## src/rtl/pio_bridge_pkg.sv

```systemverilog
package pio_bridge_pkg;
  localparam int DATA_W = 32;
  localparam int BE_W   = DATA_W / 8;

  typedef enum logic [1:0] {
    OP_STAT_RD = 2'd0,
    OP_DATA_RD = 2'd1,
    OP_DATA_WR = 2'd2,
    OP_NOP     = 2'd3   // unmapped read or ignored write
  } op_e;

  typedef struct packed {
    logic              vld;
    op_e               op;
    logic [DATA_W-1:0] data;
  } pend_t;
endpackage

```

## src/rtl/pio_cmd_capture.sv

```systemverilog
module pio_cmd_capture
  import pio_bridge_pkg::*;
#(
  parameter int ADDR_W = 8,
  parameter int DEC_W  = 4
) (
  input  logic              clk_i,
  input  logic              rst_ni,
  input  logic [ADDR_W-1:0] addr_i,
  input  logic              rd_i,
  input  logic              wr_i,
  input  logic [DATA_W-1:0] wdata_i,
  input  logic [BE_W-1:0]   wmask_i,
  input  logic              done_i,
  output pend_t             pend_o
);
  localparam logic [DEC_W-1:0] OFS_STAT = DEC_W'(0);
  localparam logic [DEC_W-1:0] OFS_DATA = DEC_W'(4);

  logic [DEC_W-1:0]  ofs;
  logic [DATA_W-1:0] wdata_m;
  logic              accept;
  op_e               op_d;
  pend_t             pend_q;

  logic unused_addr;
  assign unused_addr = ^addr_i[ADDR_W-1:DEC_W];

  assign ofs = addr_i[DEC_W-1:0];

  for (genvar b = 0; b < BE_W; b++) begin : g_lane
    assign wdata_m[8*b +: 8] = wmask_i[b] ? wdata_i[8*b +: 8] : 8'h00;
  end

  always_comb begin
    if (rd_i && ofs == OFS_STAT)      op_d = OP_STAT_RD;
    else if (rd_i && ofs == OFS_DATA) op_d = OP_DATA_RD;
    else if (wr_i && ofs == OFS_DATA) op_d = OP_DATA_WR;
    else                              op_d = OP_NOP;
  end

  // new command is taken when idle or in the ack cycle of the current one
  assign accept = (rd_i || wr_i) && (!pend_q.vld || done_i);

  always_ff @(posedge clk_i or negedge rst_ni) begin
    if (!rst_ni) begin
      pend_q <= '{vld: 1'b0, op: OP_NOP, data: '0};
    end else if (accept) begin
      pend_q <= '{vld: 1'b1, op: op_d, data: wdata_m};
    end else if (done_i) begin
      pend_q.vld <= 1'b0;
    end
  end

  assign pend_o = pend_q;
endmodule

```

## src/rtl/pio_resp_unit.sv

```systemverilog
module pio_resp_unit
  import pio_bridge_pkg::*;
(
  input  pend_t             pend_i,
  input  logic              tx_ready_i,
  input  logic              rx_valid_i,
  input  logic [DATA_W-1:0] rx_data_i,
  output logic              ack_o,
  output logic [DATA_W-1:0] rdata_o,
  output logic              tx_valid_o,
  output logic [DATA_W-1:0] tx_data_o,
  output logic              rx_ready_o
);
  always_comb begin
    ack_o      = 1'b0;
    rdata_o    = '0;
    tx_valid_o = 1'b0;
    rx_ready_o = 1'b0;
    if (pend_i.vld) begin
      unique case (pend_i.op)
        OP_STAT_RD: begin
          ack_o   = 1'b1;
          rdata_o = {{(DATA_W-2){1'b0}}, rx_valid_i, tx_ready_i};
        end
        OP_DATA_RD: begin
          ack_o      = rx_valid_i;
          rx_ready_o = rx_valid_i;
          rdata_o    = rx_valid_i ? rx_data_i : '0;
        end
        OP_DATA_WR: begin
          tx_valid_o = 1'b1;
          ack_o      = tx_ready_i;
        end
        default: ack_o = 1'b1;
      endcase
    end
  end

  assign tx_data_o = pend_i.data;
endmodule

```

## src/rtl/pio_stream_bridge.sv

```systemverilog
module pio_stream_bridge
  import pio_bridge_pkg::*;
#(
  parameter int ADDR_W = 8,
  parameter int DEC_W  = 4
) (
  input  logic              clk_i,
  input  logic              rst_ni,
  input  logic [ADDR_W-1:0] addr_i,
  input  logic              rd_i,
  input  logic              wr_i,
  input  logic [31:0]       wdata_i,
  input  logic [3:0]        wmask_i,
  output logic [31:0]       rdata_o,
  output logic              ack_o,
  output logic [31:0]       tx_data_o,
  output logic              tx_valid_o,
  input  logic              tx_ready_i,
  input  logic [31:0]       rx_data_i,
  input  logic              rx_valid_i,
  output logic              rx_ready_o
);
  pend_t pend;

  pio_cmd_capture #(.ADDR_W(ADDR_W), .DEC_W(DEC_W)) u_cap (
    .clk_i   (clk_i),
    .rst_ni  (rst_ni),
    .addr_i  (addr_i),
    .rd_i    (rd_i),
    .wr_i    (wr_i),
    .wdata_i (wdata_i),
    .wmask_i (wmask_i),
    .done_i  (ack_o),
    .pend_o  (pend)
  );

  pio_resp_unit u_resp (
    .pend_i     (pend),
    .tx_ready_i (tx_ready_i),
    .rx_valid_i (rx_valid_i),
    .rx_data_i  (rx_data_i),
    .ack_o      (ack_o),
    .rdata_o    (rdata_o),
    .tx_valid_o (tx_valid_o),
    .tx_data_o  (tx_data_o),
    .rx_ready_o (rx_ready_o)
  );


  ack_has_cmd_chk: assert property (@(posedge clk_i) disable iff (!rst_ni)
    ack_o |-> ($past(rd_i || wr_i) || $past(pend.vld && !ack_o)));


  rdata_idle_chk: assert property (@(posedge clk_i) disable iff (!rst_ni)
    !ack_o |-> rdata_o == '0);


  tx_hold_chk: assert property (@(posedge clk_i) disable iff (!rst_ni)
    (tx_valid_o && !tx_ready_i) |=> (tx_valid_o && $stable(tx_data_o)));


  tx_ack_chk: assert property (@(posedge clk_i) disable iff (!rst_ni)
    tx_valid_o |-> (ack_o == tx_ready_i));


  rx_pop_chk: assert property (@(posedge clk_i) disable iff (!rst_ni)
    rx_ready_o |-> (ack_o && rx_valid_i && rdata_o == rx_data_i));


  rx_excl_chk: assert property (@(posedge clk_i) disable iff (!rst_ni)
    !(rx_ready_o && tx_valid_o));
endmodule

```

## config.mk

```make
export PLATFORM = sky130hd
export DESIGN_NAME = pio_stream_bridge
export DESIGN_NICKNAME = d
export VERILOG_FILES = /design/src/rtl/pio_bridge_pkg.sv /design/src/rtl/pio_cmd_capture.sv /design/src/rtl/pio_resp_unit.sv /design/src/rtl/pio_stream_bridge.sv
export SDC_FILE = /design/constraint.sdc
export NUM_CORES = 1
export LEC_CHECK = 0
export ABC_AREA = 1
export ABC_CLOCK_PERIOD_IN_PS = 1790
export BUFFER_PORTS_ARGS = -buffer_cell sky130_fd_sc_hd__buf_2
export CORE_MARGIN = 2
export CORE_UTILIZATION = 43
export CTS_BUF_LIST = sky130_fd_sc_hd__clkbuf_16
export CTS_CLUSTER_SIZE = 24
export DETAILED_ROUTE_END_ITERATION = 8
export HOLD_SLACK_MARGIN = 0.08
export PLACE_DENSITY = 0.82
export RECOVER_POWER = 50
export SYNTH_ARGS = -nofsm -noshare
export SYNTH_HDL_FRONTEND = slang
export SYNTH_SLANG_ARGS = --single-unit
export TNS_END_PERCENT = 50
```

## constraint.sdc

```tcl
create_clock -name clk_i -period 1.79 [get_ports clk_i]
set_input_delay 0.0895 -clock clk_i [delete_from_list [all_inputs] [get_ports clk_i]]
set_output_delay 0.0895 -clock clk_i [all_outputs]
set_load 0.005 [all_outputs]
```

==> summary.json <==
{
  "clock.fmax": {"value": 0.584, "unit": "GHz"},
  "setup_viol": {"value": 0},
  "final-hold-violation-count": {"value": 0},
  "timing_worst_slew_pin_value": {"value": 991, "unit": "ps"},
  "routed_via_density": {"value": 4.34},
  "synth_sequential_area_ratio": {"value": 38.6, "unit": "%"},
  "globalRouteOverflowTotal": {"value": 0},
  "clock_skew": {"value": 5.52, "unit": "ps"},
  "path_max_fanout": {"value": 30},
  "post_layout_nonfiller_instances": {"value": 492},
  "timing.critical_path.cells": {"value": "ha_2 > nand2_2 > nor2_4 > inv_8 > nor2_1 > buf_2"},
  "count_of_cell_types_in_the_netlist": {"value": 21},
  "post_synth_xor_area_fraction": {"value": 0, "unit": "%"},
  "cts_buffers": {"value": 5},
  "post_synthesis_area_per_instance": {"value": 7.31, "unit": "sq um"},
  "timing.critical_path.slowest_cell_delay": {"value": 540, "unit": "ps"},
  "start_kind": {"value": "flip-flop"},
  "clk_pin_slew_worst_paths": {"value": 60, "unit": "ps"},
  "status": {"value": "finished clean"},
  "setup.worst_path.class": {"value": "reg2out"},
  "synth_seq_cells": {"value": 35},
  "clock_path_buffers": {"value": 2},
  "post-route-min-period": {"value": 1710, "unit": "ps"},
  "synth_nets": {"value": 396},
  "clockPowerShare": {"value": 23.3, "unit": "%"},
  "worst_path_max_delay_cell": {"value": "dfstp_2"},
  "number_of_global_route_vias_before_repair": {"value": 1930},
  "post_synth_and_or_nand_nor_area_fraction": {"value": 37.6, "unit": "%"},
  "number_of_antenna_violations_at_the_first_check_in_global_routing": {"value": 0},
  "setup_repair_after_global_routing_missed_its_margin": {"value": "true"},
  "cts.sinks": {"value": 35},
  "cell_type_group_with_the_largest_total_delay_on_the_critical_path": {"value": "flip-flops"},
  "die_w": {"value": 76.7, "unit": "um"},
  "ys_top_cells_by_area": {"value": "dfrtp_1 36%, nand2_1 18%, buf_4 11%, nand3b_1 11%, inv_1 6.1%"},
  "post_route_cells_drive_above_1_share": {"value": 36.3, "unit": "%"},
  "synth_top_area_cell": {"value": "dfrtp_1"},
  "crit_arrival": {"value": 1620, "unit": "ps"},
  "synth_compound_area_share": {"value": 0.660, "unit": "%"},
  "p_int": {"value": 2.56, "unit": "mW"},
  "die-height": {"value": 76.7, "unit": "um"},
  "worst-endpoint-required": {"value": 1700, "unit": "ps"},
  "critical_path.n_buffers_inverters": {"value": 2},
  "route.final.wire_length": {"value": 5330, "unit": "um"},
  "wl_per_cell": {"value": 10.8, "unit": "um"},
  "final_nets": {"value": 506},
  "worst_hold_path_type": {"value": "in2reg"},
  "synthesis.area": {"value": 0.00227, "unit": "sq mm"},
  "synth-adder-area-share": {"value": 1.65, "unit": "%"},
  "rows": {"value": 26},
  "grt_pass1_wl": {"value": 8780, "unit": "um"},
  "timing.critical_path.to_type": {"value": "output port"},
  "netSwitchingPower": {"value": 1.56, "unit": "mW"},
  "pwr-share-seq": {"value": 33.1, "unit": "%"},
  "power.share.switching": {"value": 37.8, "unit": "%"},
  "global_route.usage.total": {"value": 18.1, "unit": "%"},
  "ir_worst_vdd": {"value": 608, "unit": "uV"},
  "fin_crit_sh": {"value": 95.7, "unit": "%"},
  "dp_hpwl": {"value": 3910, "unit": "um"},
  "detailedRoute.firstPassIterationCount": {"value": 4},
  "maximum_number_of_pins_on_one_net_before_global_route_repair": {"value": 36},
  "globalplace.congestion": {"value": 0.791},
  "numPlacedInstances": {"value": 479},
  "vias": {"value": 2135},
  "dieArea": {"value": 0.00588, "unit": "sq mm"},
  "yosysWarnings": {"value": 0},
  "initialDrtViolationCount": {"value": 70},
  "fraction_of_synthesized_cell_area_taken_by_the_top_area_cell_type": {"value": 36.3, "unit": "%"},
  "largest_family_of_logic_cells_by_synthesized_area": {"value": "simple AND/OR/NAND/NOR gates"},
  "insertedDiodeCount": {"value": 0},
  "top_level_ports": {"value": 149},
  "tritoncts": {"value": "built"},
  "final_util": {"value": 58.3, "unit": "%"},
  "power_density": {"value": 1380, "unit": "mW/mm^2"},
  "io_buffer_count": {"value": 144},
  "maxCapViolCount": {"value": 0},
  "power_frac_comb": {"value": 43.5, "unit": "%"},
  "yosys-mux-area-fraction": {"value": 0, "unit": "%"},
  "initial_utilization": {"value": 44.5, "unit": "%"},
  "area_growth": {"value": 30.9, "unit": "%"},
  "core_area": {"value": 0.00511, "unit": "sq mm"},
  "cts_htree_levels": {"value": 2},
  "largest_reg_flops": {"value": 35},
  "post_route_cell_area": {"value": 0.00298, "unit": "sq mm"},
  "slew_violations": {"value": 0},
  "slew_headroom": {"value": 33.9, "unit": "%"},
  "postRouteAntennaNets": {"value": 0},
  "syn_inst": {"value": 311},
  "worst_skew_pair.late_latency": {"value": 280, "unit": "ps"},
  "total_leakage_power": {"value": 1.88, "unit": "nW"},
  "drc": {"value": 0},
  "detailed_place.area": {"value": 0.00276, "unit": "sq mm"},
  "clockRootBuffer": {"value": "clkbuf_16"}
}
## kinds of logic after synthesis
family / after synthesis
fa+ha+maj: 3
compound gates: 3
buf+inv: 87
flops: 35
simple gates: 183
## worst paths after layout
check / startpoint / slack (ps) / cells past startpoint / end
hold reg to reg: u_cap.pend_o[9] / 470 / 2 / u_cap.pend_o[9]
setup reg to reg: u_cap.pend_o[32] / 110 / 6 / u_cap.pend_o[10]
hold / removal: wdata_i[17] / 120 / 4 / u_cap.pend_o[17]
min in group asynchronous: rst_ni / 460 / 2 / u_cap.pend_o[20]
setup / recovery: u_cap.pend_o[32] / 80 / 6 / rdata_o[9]
max in group asynchronous: rst_ni / 790 / 2 / u_cap.pend_o[34]
## cell usage after synthesis, drive strengths merged
library cell,instances
dfrtp,33
nand3,5
nor2,33
ha,3
nand3b,32
a21oi,1
clkbuf,1
or2,1
buf,48
dfstp,2
inv,38
nand2,110
nand4,2
o21ai,2
## power by group through the flow
| stage | registers, mW | clock network [mW] | logic [mW] |
|---|---|---|---|
| 2_1_floorplan | 1.32 | 0 | 1.49 |
| 3_3_place_gp | 1.36 | 0 | 1.65 |
| 3_5_place_dp | 1.36 | 0 | 1.70 |
| 4_1_cts | 1.36 | 0.989 | 1.71 |
| 5_1_grt | 1.43 | 1.03 | 2.03 |
| 6_report | 1.37 | 0.961 | 1.79 |
## final cells by class
cell class / count / area [sq um]
repair buffers: 151 / 766
clock inverters: 3 / 38.8
multi-input cells: 190 / 931
inverters: 38 / 150
clock buffers: 5 / 125
flip-flops and latches: 35 / 878
well taps: 70 / 87.6
fillers: 499 / 2130
## tightest hold or removal path, stage by stage
cell and delay, ps:
buf_2 90, nand2_1 40, nand3b_1 90, nand2_1 50
## cell usage in the layout (no fill, tap or decap), types with 2 or more instances in the layout
cell type,instances
inv_1,37
clkbuf_16,5
nor2_1,31
nand3_1,5
dfrtp_1,33
nand3b_1,32
clkbuf_1,13
buf_2,129
buf_4,4
buf_6,2
ha_1,2
nand2_1,108
dfstp_2,2
o21ai_0,2
## routing by layer
metal	GRT usage, %	part of all wire (%)	routed length, um
met3	6.24	9.4	502
met4	5.82	0.81	43
met2	32.2	50	2640
met1	20.2	40	2140
met5	0	0	0
## through the flow
stage,setup TNS [ps],power [mW],hold slack [ps],setup slack (ps)
2_1_floorplan,0,2.82,-206,264
3_3_place_gp,0,3.02,206,103
3_5_place_dp,0,3.06,225,64.2
4_1_cts,0,4.06,119,5.62
5_1_grt,-276,4.48,130,-32.2
6_report,0,4.12,122,77.0
## what timing repair did
action / CTS / global route
endpoints found under the setup margin: 30 / 62
endpoints found under the hold margin: 33 / 0
buffers inserted: 0 / 3
pin swaps: 0 / 2
cloned: 0 / 1
gates resized for setup: 3 / 7
hold buffers: 1 / 0
No activity file was read; power rests on OpenSTA's default activity.
